`config.mk`:
```
export PLATFORM = sky130hd
export DESIGN_NAME = flash_op_sequencer
export DESIGN_NICKNAME = d
export VERILOG_FILES = /design/src/rtl/fseq_pkg.sv /design/src/rtl/fseq_timer.sv /design/src/rtl/fseq_ctrl.sv /design/src/rtl/fseq_regs.sv /design/src/rtl/flash_op_sequencer.sv
export SDC_FILE = /design/constraint.sdc
export NUM_CORES = 1
export LEC_CHECK = 0
export BUFFER_PORTS_ARGS = -buffer_cell sky130_fd_sc_hd__buf_2
export CAP_MARGIN = 20
export CORE_MARGIN = 1.5
export CORE_UTILIZATION = 33
export DETAILED_ROUTE_END_ITERATION = 10
export PLACE_DENSITY = 0.54
export SLEW_MARGIN = 20
export SYNTH_ARGS = -nofsm -noshare
export SYNTH_HDL_FRONTEND = slang
export SYNTH_SLANG_ARGS = --single-unit
```
`constraint.sdc`:
```
create_clock -name clk -period 3.2 [get_ports clk]
set_clock_uncertainty 0.05 [all_clocks]
set_input_delay 0.32 -clock clk [delete_from_list [all_inputs] [get_ports clk]]
set_output_delay 0.32 -clock clk [all_outputs]
set_load 0.01 [all_outputs]
```
`src/rtl/fseq_pkg.sv`:
```
package fseq_pkg;
  localparam int NUM_OPS = 5;
  localparam int SU_W    = 8;
  localparam int SH_W    = 4;
  localparam int PG_W    = 16;
  localparam int ER_W    = 24;
  localparam int HD_W    = 16;
  localparam int WS_W    = 6;
  localparam int CNT_W   = ER_W;

  localparam logic [5:0] OFS_CTRL  = 6'h00;
  localparam logic [5:0] OFS_T0    = 6'h04;
  localparam logic [5:0] OFS_T1    = 6'h08;
  localparam logic [5:0] OFS_T2    = 6'h0C;
  localparam logic [5:0] OFS_ULK_A = 6'h18;
  localparam logic [5:0] OFS_ULK_B = 6'h1C;
  localparam logic [5:0] OFS_ADDR  = 6'h20;
  localparam logic [5:0] OFS_STAT  = 6'h2C;

  localparam int CB_SLEEP = 0;
  localparam int CB_WP    = 1;
  localparam int CB_CMD   = 3;
  localparam int CB_AUTO  = 8;

  // op index inside the one-hot command vector
  localparam int OP_MASS = 0;
  localparam int OP_PAGE = 1;
  localparam int OP_PROG = 2;
  localparam int OP_REF  = 3;
  localparam int OP_RCL  = 4;

  typedef enum logic [1:0] {PH_IDLE, PH_SETUP, PH_ACTIVE, PH_HOLD} phase_t;

  // keep the lowest set bit: mass erase has the highest priority
  function automatic logic [NUM_OPS-1:0] pick_cmd(input logic [NUM_OPS-1:0] r);
    return r & (~r + NUM_OPS'(1));
  endfunction
endpackage

```
`src/rtl/fseq_timer.sv`:
```
module fseq_timer #(
  parameter int W = 24
) (
  input  logic         clk,
  input  logic         rst_n,
  input  logic         load,
  input  logic [W-1:0] load_val,
  output logic         expire
);
  logic [W-1:0] cnt_q;

  always_ff @(posedge clk or negedge rst_n) begin
    if (!rst_n)        cnt_q <= '0;
    else if (load)     cnt_q <= (load_val == '0) ? W'(1) : load_val;
    else if (cnt_q != '0) cnt_q <= cnt_q - W'(1);
  end

  assign expire = (cnt_q == W'(1));

  assert_load_nonzero_R2: assert property (@(posedge clk) disable iff (!rst_n)
    load |=> (cnt_q != '0));
endmodule

```
`src/rtl/fseq_ctrl.sv`:
```
module fseq_ctrl
  import fseq_pkg::*;
(
  input  logic               clk,
  input  logic               rst_n,
  input  logic               start,
  input  logic [NUM_OPS-1:0] cmd_oh,
  input  logic [SU_W-1:0]    setup_cnt,
  input  logic [ER_W-1:0]    erase_cnt,
  input  logic [PG_W-1:0]    prog_cnt,
  input  logic [SH_W-1:0]    recall_cnt,
  input  logic [HD_W-1:0]    hold_cnt,
  output logic               busy,
  output logic               done,
  output logic [NUM_OPS-1:0] strobe
);
  phase_t            ph_q, ph_d;
  logic              load, expire;
  logic [CNT_W-1:0]  load_val, active_val;

  always_comb begin
    if (cmd_oh[OP_PROG])     active_val = CNT_W'(prog_cnt);
    else if (cmd_oh[OP_RCL]) active_val = CNT_W'(recall_cnt);
    else                     active_val = CNT_W'(erase_cnt);
  end

  always_comb begin
    ph_d = ph_q;
    load = 1'b0;
    load_val = '0;
    unique case (ph_q)
      PH_IDLE:   if (start)  begin ph_d = PH_SETUP;  load = 1'b1; load_val = CNT_W'(setup_cnt); end
      PH_SETUP:  if (expire) begin ph_d = PH_ACTIVE; load = 1'b1; load_val = active_val; end
      PH_ACTIVE: if (expire) begin ph_d = PH_HOLD;   load = 1'b1; load_val = CNT_W'(hold_cnt); end
      PH_HOLD:   if (expire) ph_d = PH_IDLE;
      default:   ph_d = PH_IDLE;
    endcase
  end

  always_ff @(posedge clk or negedge rst_n) begin
    if (!rst_n) ph_q <= PH_IDLE;
    else        ph_q <= ph_d;
  end

  fseq_timer #(.W(CNT_W)) u_timer (
    .clk(clk), .rst_n(rst_n), .load(load), .load_val(load_val), .expire(expire)
  );

  assign busy   = (ph_q != PH_IDLE);
  assign done   = (ph_q == PH_HOLD) && expire;
  assign strobe = (ph_q == PH_ACTIVE) ? cmd_oh : '0;

  assert_strobe_onehot_R3: assert property (@(posedge clk) disable iff (!rst_n)
    $onehot0(strobe));
  assert_active_has_cmd_R3: assert property (@(posedge clk) disable iff (!rst_n)
    (ph_q == PH_ACTIVE) |-> $onehot(cmd_oh));
  assert_done_frees_R2: assert property (@(posedge clk) disable iff (!rst_n)
    done |=> !busy);
endmodule

```
`src/rtl/fseq_regs.sv`:
```
module fseq_regs
  import fseq_pkg::*;
#(
  parameter int          ADDR_W = 20,
  parameter logic [31:0] KEY_A  = 32'h0000_7123,
  parameter logic [31:0] KEY_B  = 32'h0000_812A,
  parameter logic [31:0] KEY_C  = 32'h0000_BEE1
) (
  input  logic               clk,
  input  logic               rst_n,
  input  logic               bus_wr,
  input  logic [5:0]         bus_addr,
  input  logic [31:0]        bus_wdata,
  output logic [31:0]        bus_rdata,
  input  logic [2:0]         flags_in,
  input  logic               busy,
  input  logic               done,
  output logic               start,
  output logic [NUM_OPS-1:0] cmd_oh,
  output logic               sleep,
  output logic [WS_W-1:0]    wait_states,
  output logic [HD_W-1:0]    hold_cnt,
  output logic [ER_W-1:0]    erase_cnt,
  output logic [PG_W-1:0]    prog_cnt,
  output logic [SU_W-1:0]    setup_cnt,
  output logic [SH_W-1:0]    recall_cnt,
  output logic [ADDR_W-1:0]  addr_q
);
  logic               wp_q, auto_q, sleep_q, wer_q;
  logic [NUM_OPS-1:0] cmd_q, pick;
  logic [1:0]         ulk_q;
  logic               wr_ctrl, wr_t0, wr_t1, wr_t2, wr_addr, wr_stat, armed, ctrl_ok, prot_hit;

  assign wr_ctrl  = bus_wr && (bus_addr == OFS_CTRL);
  assign wr_t0    = bus_wr && (bus_addr == OFS_T0);
  assign wr_t1    = bus_wr && (bus_addr == OFS_T1);
  assign wr_t2    = bus_wr && (bus_addr == OFS_T2);
  assign wr_addr  = bus_wr && (bus_addr == OFS_ADDR);
  assign wr_stat  = bus_wr && (bus_addr == OFS_STAT);
  assign armed    = (ulk_q == 2'd3);
  assign ctrl_ok  = wr_ctrl && !busy && (!wp_q || armed);
  assign prot_hit = wp_q && ((wr_ctrl && !busy && !armed) || wr_t0 || wr_t1 || wr_t2 || wr_addr);
  assign pick     = pick_cmd(bus_wdata[CB_CMD +: NUM_OPS]);
  assign start    = ctrl_ok && (pick != '0);

  always_ff @(posedge clk or negedge rst_n) begin
    if (!rst_n) begin
      {wp_q, auto_q, sleep_q, wer_q} <= '0;
      cmd_q <= '0;
      ulk_q <= '0;
      {hold_cnt, wait_states, erase_cnt, prog_cnt, setup_cnt, recall_cnt} <= '0;
      addr_q <= '0;
    end else begin
      if (ctrl_ok) begin
        sleep_q <= bus_wdata[CB_SLEEP];
        auto_q  <= bus_wdata[CB_AUTO];
        if (armed) wp_q <= bus_wdata[CB_WP];
        cmd_q   <= pick;
      end else if (done) begin
        cmd_q   <= '0;
      end
      if (bus_wr) begin
        if (wr_ctrl)                                                          ulk_q <= 2'd0;
        else if (bus_addr == OFS_ULK_A && bus_wdata == KEY_A && ulk_q == 2'd0) ulk_q <= 2'd1;
        else if (bus_addr == OFS_ULK_B && bus_wdata == KEY_B && ulk_q == 2'd1) ulk_q <= 2'd2;
        else if (bus_addr == OFS_ULK_A && bus_wdata == KEY_C && ulk_q == 2'd2) ulk_q <= 2'd3;
        else                                                                  ulk_q <= 2'd0;
      end
      if (!wp_q) begin
        if (wr_t0)   begin hold_cnt <= bus_wdata[31:16]; wait_states <= bus_wdata[WS_W-1:0]; end
        if (wr_t1)   erase_cnt <= bus_wdata[ER_W-1:0];
        if (wr_t2)   begin
          prog_cnt   <= bus_wdata[PG_W-1:0];
          setup_cnt  <= bus_wdata[16 +: SU_W];
          recall_cnt <= bus_wdata[24 +: SH_W];
        end
        if (wr_addr) addr_q <= bus_wdata[ADDR_W-1:0];
      end
      if (prot_hit)                     wer_q <= 1'b1;
      else if (wr_stat && bus_wdata[1]) wer_q <= 1'b0;
    end
  end

  always_comb begin
    bus_rdata = '0;
    unique case (bus_addr)
      OFS_CTRL: bus_rdata = 32'({auto_q, cmd_q, 1'b0, wp_q, sleep_q});
      OFS_T0:   bus_rdata = {hold_cnt, 10'b0, wait_states};
      OFS_T1:   bus_rdata = 32'(erase_cnt);
      OFS_T2:   bus_rdata = {4'b0, recall_cnt, setup_cnt, prog_cnt};
      OFS_ADDR: bus_rdata = 32'(addr_q);
      OFS_STAT: bus_rdata = 32'({flags_in, wer_q, busy});
      default:  bus_rdata = '0;
    endcase
  end

  assign cmd_oh = cmd_q;
  assign sleep  = sleep_q;

  assert_no_start_busy_R6: assert property (@(posedge clk) disable iff (!rst_n)
    start |-> !busy);
  assert_busy_ctrl_frozen_R6: assert property (@(posedge clk) disable iff (!rst_n)
    (wr_ctrl && busy) |=> $stable({auto_q, wp_q, sleep_q}));
  assert_prot_freeze_R7: assert property (@(posedge clk) disable iff (!rst_n)
    (wp_q && wr_t1) |=> $stable(erase_cnt));
  assert_cmd_cleared_R5: assert property (@(posedge clk) disable iff (!rst_n)
    done |=> (cmd_q == '0));
endmodule

```
`src/rtl/flash_op_sequencer.sv`:
```
module flash_op_sequencer
  import fseq_pkg::*;
#(
  parameter int          ADDR_W     = 20,
  parameter int          PAGE_BYTES = 4096,
  parameter logic [31:0] KEY_A      = 32'h0000_7123,
  parameter logic [31:0] KEY_B      = 32'h0000_812A,
  parameter logic [31:0] KEY_C      = 32'h0000_BEE1
) (
  input  logic               clk,
  input  logic               rst_n,
  input  logic               bus_wr,
  input  logic [5:0]         bus_addr,
  input  logic [31:0]        bus_wdata,
  output logic [31:0]        bus_rdata,
  input  logic [2:0]         flash_flags,
  output logic               busy,
  output logic [NUM_OPS-1:0] op_strobe,
  output logic [ADDR_W-1:0]  flash_addr,
  output logic               sleep_mode,
  output logic [WS_W-1:0]    rd_wait
);
  localparam logic [ADDR_W-1:0] PAGE_MASK = ADDR_W'(PAGE_BYTES - 1);

  logic               start, done;
  logic [NUM_OPS-1:0] cmd_oh;
  logic [HD_W-1:0]    hold_cnt;
  logic [ER_W-1:0]    erase_cnt;
  logic [PG_W-1:0]    prog_cnt;
  logic [SU_W-1:0]    setup_cnt;
  logic [SH_W-1:0]    recall_cnt;
  logic [ADDR_W-1:0]  addr_q;

  fseq_regs #(.ADDR_W(ADDR_W), .KEY_A(KEY_A), .KEY_B(KEY_B), .KEY_C(KEY_C)) u_regs (
    .clk(clk), .rst_n(rst_n), .bus_wr(bus_wr), .bus_addr(bus_addr),
    .bus_wdata(bus_wdata), .bus_rdata(bus_rdata), .flags_in(flash_flags),
    .busy(busy), .done(done), .start(start), .cmd_oh(cmd_oh), .sleep(sleep_mode),
    .wait_states(rd_wait), .hold_cnt(hold_cnt), .erase_cnt(erase_cnt),
    .prog_cnt(prog_cnt), .setup_cnt(setup_cnt), .recall_cnt(recall_cnt), .addr_q(addr_q)
  );

  fseq_ctrl u_ctrl (
    .clk(clk), .rst_n(rst_n), .start(start), .cmd_oh(cmd_oh),
    .setup_cnt(setup_cnt), .erase_cnt(erase_cnt), .prog_cnt(prog_cnt),
    .recall_cnt(recall_cnt), .hold_cnt(hold_cnt),
    .busy(busy), .done(done), .strobe(op_strobe)
  );

  assign flash_addr = cmd_oh[OP_PAGE] ? (addr_q & ~PAGE_MASK) : addr_q;
endmodule

```
==> qor.log, run 1 <==
qor: worst_hold_path.whs_path_depth 2
qor: cts.cts_tree done
qor: pwr.p_clk_frac 0.368
qor: global_route.grt_max_degree 67
qor: synth.ffs_w_async_s_r_synth 1.00
qor: cts.post-cts-setup-buffer-count 0
qor: finish.num_antenna_cells 0
qor: floorplan.floorplan.io_pins 109
qor: floorplan.total_die_area 22400 um^2
qor: timing.post-route-min-period 2720 ps
qor: cts.clockBufferDepth 2
qor: cts.clkTransAtPathRegs 60 ps
qor: synth.synth.lib_cells_used.distinct 60
qor: critical_path.timing.setup.critical_path_class reg -> reg
qor: synth.synth_top_cell_area_share 0.462
qor: timing.max_freq 0.368 GHz
qor: finish.final_core_utilization 0.408
qor: cts.cts_max_level 4
qor: synth.yosys-top-cells-count 131 x sky130_fd_sc_hd__dfrtp_1, 100 x sky130_fd_sc_hd__mux2_2, 43 x sky130_fd_sc_hd__nand2_1
qor: routing.drtPass1Iterations 7
qor: critical_path.worst-path-buf-inv 1
qor: timing.slew-limit-headroom 0.520
qor: timing.timing.setup.tns 0 ps
qor: timing.period_share 0.849
qor: critical_path.r2r_setup_slack 480 ps
qor: critical_path.worstPathCellList or4_1 -> nor4_1 -> and4_1 -> a31oi_4 -> or2b_1 -> buf_4 -> o22ai_1
qor: routing.routed_wire_length 22.4 mm
qor: placed_design.dp.cells 1001
qor: cts.cts.root.buffer_cell sky130_fd_sc_hd__clkbuf_16
qor: critical_path.start_kind flip-flop
qor: placed_design.globalplace.congestion 0.872
qor: critical_path.critPathTopFamily simple AND/OR/NAND/NOR gates
qor: synth.syn_inst 641
qor: cts.worst_skew_pair_latency 430 ps
qor: global_route.global_route.overflow_total 0
qor: synth.postSynthRegisterBits 131
qor: global_route.vias_in_the_first_global_route 5914
qor: pwr.cell_internal_pwr 3810 uW
qor: placed_design.detailedPlacementHpwl 16.8 mm
qor: placed_design.dpl_cell_area 7970 um^2
qor: timing.timing.final.max_slew_violations 0
qor: synth.ys_warn_count 0
qor: floorplan.die-height 150 um
qor: synth.synth_sequential_area_ratio 0.462
qor: critical_path.cp_num_cells 7
qor: synth.yosysMostFrequentCell sky130_fd_sc_hd__dfrtp_1
qor: critical_path.worstPathArrival 2940 ps
qor: finish.numnets_final 798
qor: placed_design.place_ws 408 ps
qor: critical_path.timing.critical_path.slowest_cell_delay 600 ps
qor: pwr.power_leakage 0.00393 uW
qor: finish.final_layout_size_suffix_gt1_frac 0.360
qor: pwr.max_vdd_drop 0.314 mV
qor: routing.avgViaCountPerCell 5.69
qor: floorplan.rows 53
qor: pwr.power-per-cell-area 650 nW/um^2
qor: finish.area_growth_syn_to_layout 21.1%
qor: timing.fin_ws 484 ps
qor: run.drv_cap 0
qor: floorplan.initial_standard_cell_utilization_of_the_core 0.337
qor: synth.netlist_top_cells_area sky130_fd_sc_hd__dfrtp_1 46%, sky130_fd_sc_hd__mux2_2 16%, sky130_fd_sc_hd__a222oi_1 3.0%
qor: cts.cts_inserted_buffers 17
qor: timing.max_slew.worst_pin.slew 720 ps
qor: synth.syn-cell-area 7100 um^2
qor: synth.syn_nets 693
qor: cts.cts.sink_count 131
qor: floorplan.core-area 21100 um^2
qor: routing.routed_wl_per_cell 21.7 um
qor: timing.report.final.setup_viol 0
qor: status.outcome completed
qor: finish.final_cells 1033
qor: global_route.grt_pass1_wl 35.1 mm
qor: pwr.netSwitchingPower 1770 uW
qor: timing.finalHoldViolCount 0
qor: routing.drtAntennaViolNets 0
qor: timing.grt_setup_unrepaired false
qor: pwr.power.switching_fraction 0.317
qor: pwr.comb_power_share 0.223
qor: synth.syn-mean-instance-area 11.1 um^2
qor: synth.synth.largest_area_cell sky130_fd_sc_hd__dfrtp_1
qor: synth.dominantRegCellSynth sky130_fd_sc_hd__dfrtp_1
qor: finish.postLayoutCellArea 8600 um^2
qor: routing.dr_total_vias 5880
qor: critical_path.critical_path.endpoint_type flip-flop
qor: global_route.grt_usage 0.208
qor: floorplan.fp.dieW 150 um
qor: global_route.number_of_antenna_violations_at_the_first_check_in_global_routing 0
qor: pwr.pwr-share-seq 0.408
qor: critical_path.rr_worst_depth 7
qor: critical_path.critical_path.max_fanout 11
qor: routing.detail_route.drc_violations 0
qor: placed_design.port-buffer-count 108
qor: worst_hold_path.timing.hold.worst.class in -> reg
qor: synth.count_of_flip_flops_with_a_built_in_enable_after_synthesis 0
qor: critical_path.worst_ep_required_time 3420 ps
qor: critical_path.slowest_stage sky130_fd_sc_hd__or4_1
qor: routing.first_iter_violations 392
==> final cells by class <==
class / instances / area (um^2)
inverters: 19 / 71.3
clock buffers: 18 / 439
flip-flops and latches: 131 / 3280
multi-input cells: 447 / 3520
repair buffers: 130 / 764
well taps: 275 / 344
clock inverters: 13 / 183
fillers: 2060 / 12500
==> worst reg2reg max path, delay by kind of cell (launching register included) <==
family	cells	cell delay, ps
buffers and inverters	1	170
flip-flops	1	430
AND/OR/NAND/NOR	4	1630
AO/OA/AOI/OAI	2	300
==> worst paths after layout <==
kind	startpoint	to
worst max-delay path	u_ctrl.u_timer.cnt_q[4]$_DFFE_PN0P_	u_ctrl.u_timer.cnt_q[15]$_DFFE_PN0P_
worst min-delay path	bus_wdata[28]	u_regs.hold_cnt[12]$_DFFE_PN0P_
worst max register to register	u_ctrl.u_timer.cnt_q[4]$_DFFE_PN0P_	u_ctrl.u_timer.cnt_q[15]$_DFFE_PN0P_
worst min register to register	u_regs.wer_q$_DFFE_PN0P_	u_regs.wer_q$_DFFE_PN0P_
max in group asynchronous	rst_n	u_regs.erase_cnt[18]$_DFFE_PN0P_
min in group asynchronous	rst_n	u_regs.hold_cnt[14]$_DFFE_PN0P_
==> sequential cells by signal, indices dropped and copies added, names as in the netlist, 4 cells and up <==
register / cells
u_regs.cmd_oh: 5
u_regs.addr_q: 20
u_ctrl.u_timer.cnt_q: 24
u_regs.prog_cnt: 16
u_regs.hold_cnt: 16
u_regs.erase_cnt: 24
u_regs.recall_cnt: 4
u_regs.wait_states: 6
u_regs.setup_cnt: 8
==> kinds of logic (layout without fill, tap and decap cells) <==
| kind of cell | count (synthesis) | after routing | share of synthesized area |
|---|---|---|---|
| mux | 103 | 103 | 0.163 |
| fa+ha+maj | 8 | 8 | 0.0141 |
| simple gates | 189 | 189 | 0.148 |
| xor+xnor | 22 | 22 | 0.0271 |
| flops | 131 | 131 | 0.462 |
| compound gates | 125 | 125 | 0.143 |
| buf+inv | 63 | 180 | 0.0430 |
==> metal layers <==
layer | vias to the layer above | GRT usage | routed length (um)
met3 | 27 | 0.0341 | 1200
met2 | 215 | 0.333 | 10800
met1 | 3009 | 0.283 | 9890
li1 | 2629 | - | -
met5 | - | 0 | 0
met4 | 0 | 0.0725 | 456
==> per-stage QoR <==
stage                     hold slack, ps  power, uW
after floorplan                    -25.6       3040
after global placement               310       3520
after detailed placement             311       3530
after CTS                           87.5       5610
after global routing                96.8       5850
final                                102       5590
==> repair_timing <==
action | in CTS | in global routing
resized for setup | 0 | 0
hold buffers | 1 | 0
endpoints found under the hold margin | 65 | 0
==> power by group through the flow <==
stage	Sequential, uW	Combinational, uW	Clock (uW)
after global routing	2320	1380	2160
after detailed placement	2300	1230	0
after CTS	2270	1240	2090
final	2280	1250	2060
after floorplan	2180	860	0
after global placement	2290	1230	0
==> placed cells by master, fill, tap and decap left out, types with 12 or more instances in the layout <==
| master | count |
|---|---|
| sky130_fd_sc_hd__buf_4 | 17 |
| sky130_fd_sc_hd__buf_2 | 107 |
| sky130_fd_sc_hd__o22ai_1 | 12 |
| sky130_fd_sc_hd__nand2_1 | 43 |
| sky130_fd_sc_hd__mux2_2 | 100 |
| sky130_fd_sc_hd__dfrtp_1 | 131 |
| sky130_fd_sc_hd__and2_1 | 13 |
| sky130_fd_sc_hd__nor2_1 | 30 |
| sky130_fd_sc_hd__o21ai_0 | 12 |
| sky130_fd_sc_hd__xnor2_1 | 14 |
| sky130_fd_sc_hd__inv_1 | 19 |
| sky130_fd_sc_hd__clkbuf_16 | 17 |
| sky130_fd_sc_hd__nor2b_1 | 16 |
| sky130_fd_sc_hd__a22oi_1 | 27 |
| sky130_fd_sc_hd__a222oi_1 | 21 |
| sky130_fd_sc_hd__nor4_1 | 21 |
(Power assumes the default switching activity.)
==> run 2: changes to the inputs <==
- PLACE_DENSITY: 0.54 -> 0.56
- clock period: 3.2 -> 2.4 ns (I/O delays scaled with it)
==> run 2 against run 1 <==
Compared with the run above:
- via count shrank 0.27%
- combinational power increased by 51%
- highest routed layer unchanged
- critical endpoint is now u_ctrl.u_timer.cnt_q[7]$_DFFE_PN0P_
- final area rose by 3.4%
- sequential power rose by 31%
- global-route usage fell by 0.15 points
- total power is 31% higher
- utilization up 1.4 points
- largest cell class unchanged
- worst setup slack worse by 390 ps
- wire length shrank 0.81%
- clock-buffer cell count increased by 1
- sequential share of layout area is 1.2 points lower
- clock power increased by 18%
==> qor.log, run 2 (synthesized netlist as in run 1, its figures left out) <==
qor: status.outcome completed
qor: floorplan.fp.dieW 150 um [unchanged]
qor: cts.cts_inserted_buffers 17 [unchanged]
qor: routing.routed_wire_length 22.2 mm [-0.81%]
qor: finish.layout.cells.most_common_list 130 x sky130_fd_sc_hd__dfrtp_1, 107 x sky130_fd_sc_hd__buf_2, 100 x sky130_fd_sc_hd__mux2_2
qor: global_route.global_route.overflow_total 0 [unchanged]
qor: pwr.max_vdd_drop 0.550 mV [+75%]
qor: global_route.grt_max_degree 56 [-16%]
qor: timing.slew-limit-headroom 0.616 [+0.0960]
qor: timing.max_freq 0.434 GHz [+18%]
qor: routing.routed_wl_per_cell 20.7 um [-4.6%]
qor: worst_hold_path.timing.hold.worst.start bus_wdata[26]
qor: cts.worst_skew_pair_latency 440 ps [about the same]
qor: finish.final_common_cell sky130_fd_sc_hd__dfrtp_1
qor: critical_path.critical_path.endpoint_type flip-flop
qor: critical_path.crit_path_start u_ctrl.u_timer.cnt_q[13]$_DFFE_PN0P_
qor: cts.cts_max_level 4 [unchanged]
qor: timing.fin_hold_ws 21.2 ps [-81.1 ps]
qor: placed_design.place_ws 7.65 ps [-401 ps]
qor: placed_design.port-buffer-count 108 [unchanged]
qor: cts.cts.sink_count 131 [unchanged]
qor: finish.num_antenna_cells 0 [unchanged]
qor: pwr.power-per-cell-area 823 nW/um^2 [+27%]
qor: floorplan.die-height 150 um [unchanged]
qor: routing.dr_total_vias 5864 [-0.27%]
qor: cts.cts.root.buffer_cell sky130_fd_sc_hd__clkbuf_16
qor: placed_design.detailedPlacementHpwl 16.8 mm [-0.12%]
qor: pwr.power_leakage 0.00409 uW [+4.0%]
qor: finish.area_growth_syn_to_layout 25.2%
qor: cts.clkTransAtPathRegs 60 ps [about the same]
qor: timing.timing.setup.tns 0 ps [unchanged]
qor: floorplan.rows 53 [unchanged]
qor: critical_path.worstPathArrival 2550 ps [-390 ps]
qor: cts.clockBufferDepth 2 [unchanged]
qor: timing.report.final.setup_viol 0 [unchanged]
qor: routing.drtPass1Iterations 6 [-1]
qor: routing.avgViaCountPerCell 5.46 [-4.1%]
qor: finish.numnets_final 839 [+5.1%]
qor: timing.fin_ws 95.9 ps [-388 ps]
qor: floorplan.floorplan.io_pins 109 [unchanged]
qor: placed_design.dp.cells 1041 [+4.0%]
qor: finish.final_cells 1074 [+4.0%]
qor: critical_path.rr_startpoint u_ctrl.u_timer.cnt_q[13]$_DFFE_PN0P_
qor: global_route.grt_pass1_wl 34.6 mm [-1.5%]
qor: global_route.vias_in_the_first_global_route 5816 [-1.7%]
qor: floorplan.initial_standard_cell_utilization_of_the_core 0.337 [unchanged]
qor: finish.final_layout_size_suffix_gt1_frac 0.397 [+0.0366]
qor: placed_design.globalplace.congestion 0.920 [+5.6%]
qor: floorplan.total_die_area 22400 um^2 [unchanged]
qor: critical_path.timing.setup.critical_path_class reg -> reg
qor: critical_path.worst_ep_required_time 2650 ps [-770 ps]
qor: cts.cts_tree done
qor: worst_hold_path.timing.hold.worst.class in -> reg
qor: routing.drtAntennaViolNets 0 [unchanged]
qor: global_route.number_of_antenna_violations_at_the_first_check_in_global_routing 0 [unchanged]
qor: timing.grt_setup_unrepaired false
qor: timing.period_share 0.960 [+0.111]
qor: routing.first_iter_violations 432 [+10%]
qor: global_route.grt_usage 0.206 [-0.00152]
qor: timing.finalHoldViolCount 0 [unchanged]
qor: critical_path.critical_path.max_fanout 9 [-2]
qor: critical_path.start_kind flip-flop
qor: finish.final_core_utilization 0.422 [+0.0138]
qor: timing.timing.final.max_slew_violations 0 [unchanged]
qor: floorplan.core-area 21100 um^2 [unchanged]
qor: timing.max_slew.worst_pin.slew 576 ps [-144 ps]
qor: finish.biggestRegsByFlops u_ctrl.u_timer.cnt_q (24), u_regs.erase_cnt (24), u_regs.addr_q (20)
qor: timing.post-route-min-period 2300 ps [-412 ps]
qor: run.drv_cap 0 [unchanged]
qor: routing.detail_route.drc_violations 0 [unchanged]
qor: cts.post-cts-setup-buffer-count 0 [unchanged]
-- run 2: final timing paths --
path / endpoint / depth (start not counted) / slack, ps
min in group asynchronous: u_regs.addr_q[12]$_DFFE_PN0P_ / 2 / 320
max reg2reg: u_ctrl.u_timer.cnt_q[7]$_DFFE_PN0P_ / 8 / 100
max in group asynchronous: u_regs.hold_cnt[7]$_DFFE_PN0P_ / 3 / 1270
max: u_ctrl.u_timer.cnt_q[7]$_DFFE_PN0P_ / 8 / 100
min reg2reg: u_regs.wer_q$_DFFE_PN0P_ / 1 / 450
min: u_regs.hold_cnt[10]$_DFFE_PN0P_ / 2 / 20
-- run 2: final cells by class --
| type | instances | area (um^2) |
|---|---|---|
| Fill cell | 2073 | 12200 |
| Multi-Input combinational cell | 447 | 3540 |
| Sequential cell | 131 | 3280 |
| Timing Repair Buffer | 171 | 1110 |
| Clock buffer | 19 | 443 |
| Tap cell | 275 | 344 |
| Clock inverter | 12 | 110 |
| Inverter | 19 | 71.3 |
-- run 2: what timing repair did --
| item | CTS | global route |
|---|---|---|
| resized for setup | 1 | 6 |
| endpoints found under the setup margin | 6 | 25 |
| gates cloned | 0 | 1 |
| hold buffers | 1 | 0 |
| pin swaps | 0 | 3 |
| hold endpoints to repair | 52 | 0 |
-- run 2: power breakdown --
part / internal [uW] / switching [uW]
sequential: 2590 / 402
clock: 1440 / 994
combinational: 916 / 970
total: 4950 / 2370
-- run 2: worst max-delay path, stage by stage, from the launching register on --
cell,delay (ps)
sky130_fd_sc_hd__dfrtp_1,390
sky130_fd_sc_hd__or4_4,580
sky130_fd_sc_hd__nor4_4,170
sky130_fd_sc_hd__and4_1,230
sky130_fd_sc_hd__buf_4,160
sky130_fd_sc_hd__a31oi_4,110
sky130_fd_sc_hd__or2b_4,260
sky130_fd_sc_hd__clkbuf_16,150
sky130_fd_sc_hd__o22ai_1,70
-- run 2: per-layer routing --
layer,GRT usage,vias to the layer above,wire length [um]
li1,-,2705,-
met1,0.281,2947,10100
met2,0.331,178,10600
met3,0.0299,34,961
met4,0.0770,0,537
met5,0,-,0
-- run 2: metrics by stage --
| step | power (uW) | area, um^2 |
|---|---|---|
| floorplan | 4050 | 7100 |
| global placement | 4880 | 8280 |
| detailed placement | 4880 | 8280 |
| CTS | 7330 | 8850 |
| global route | 7690 | 8890 |
| finish | 7310 | 8890 |
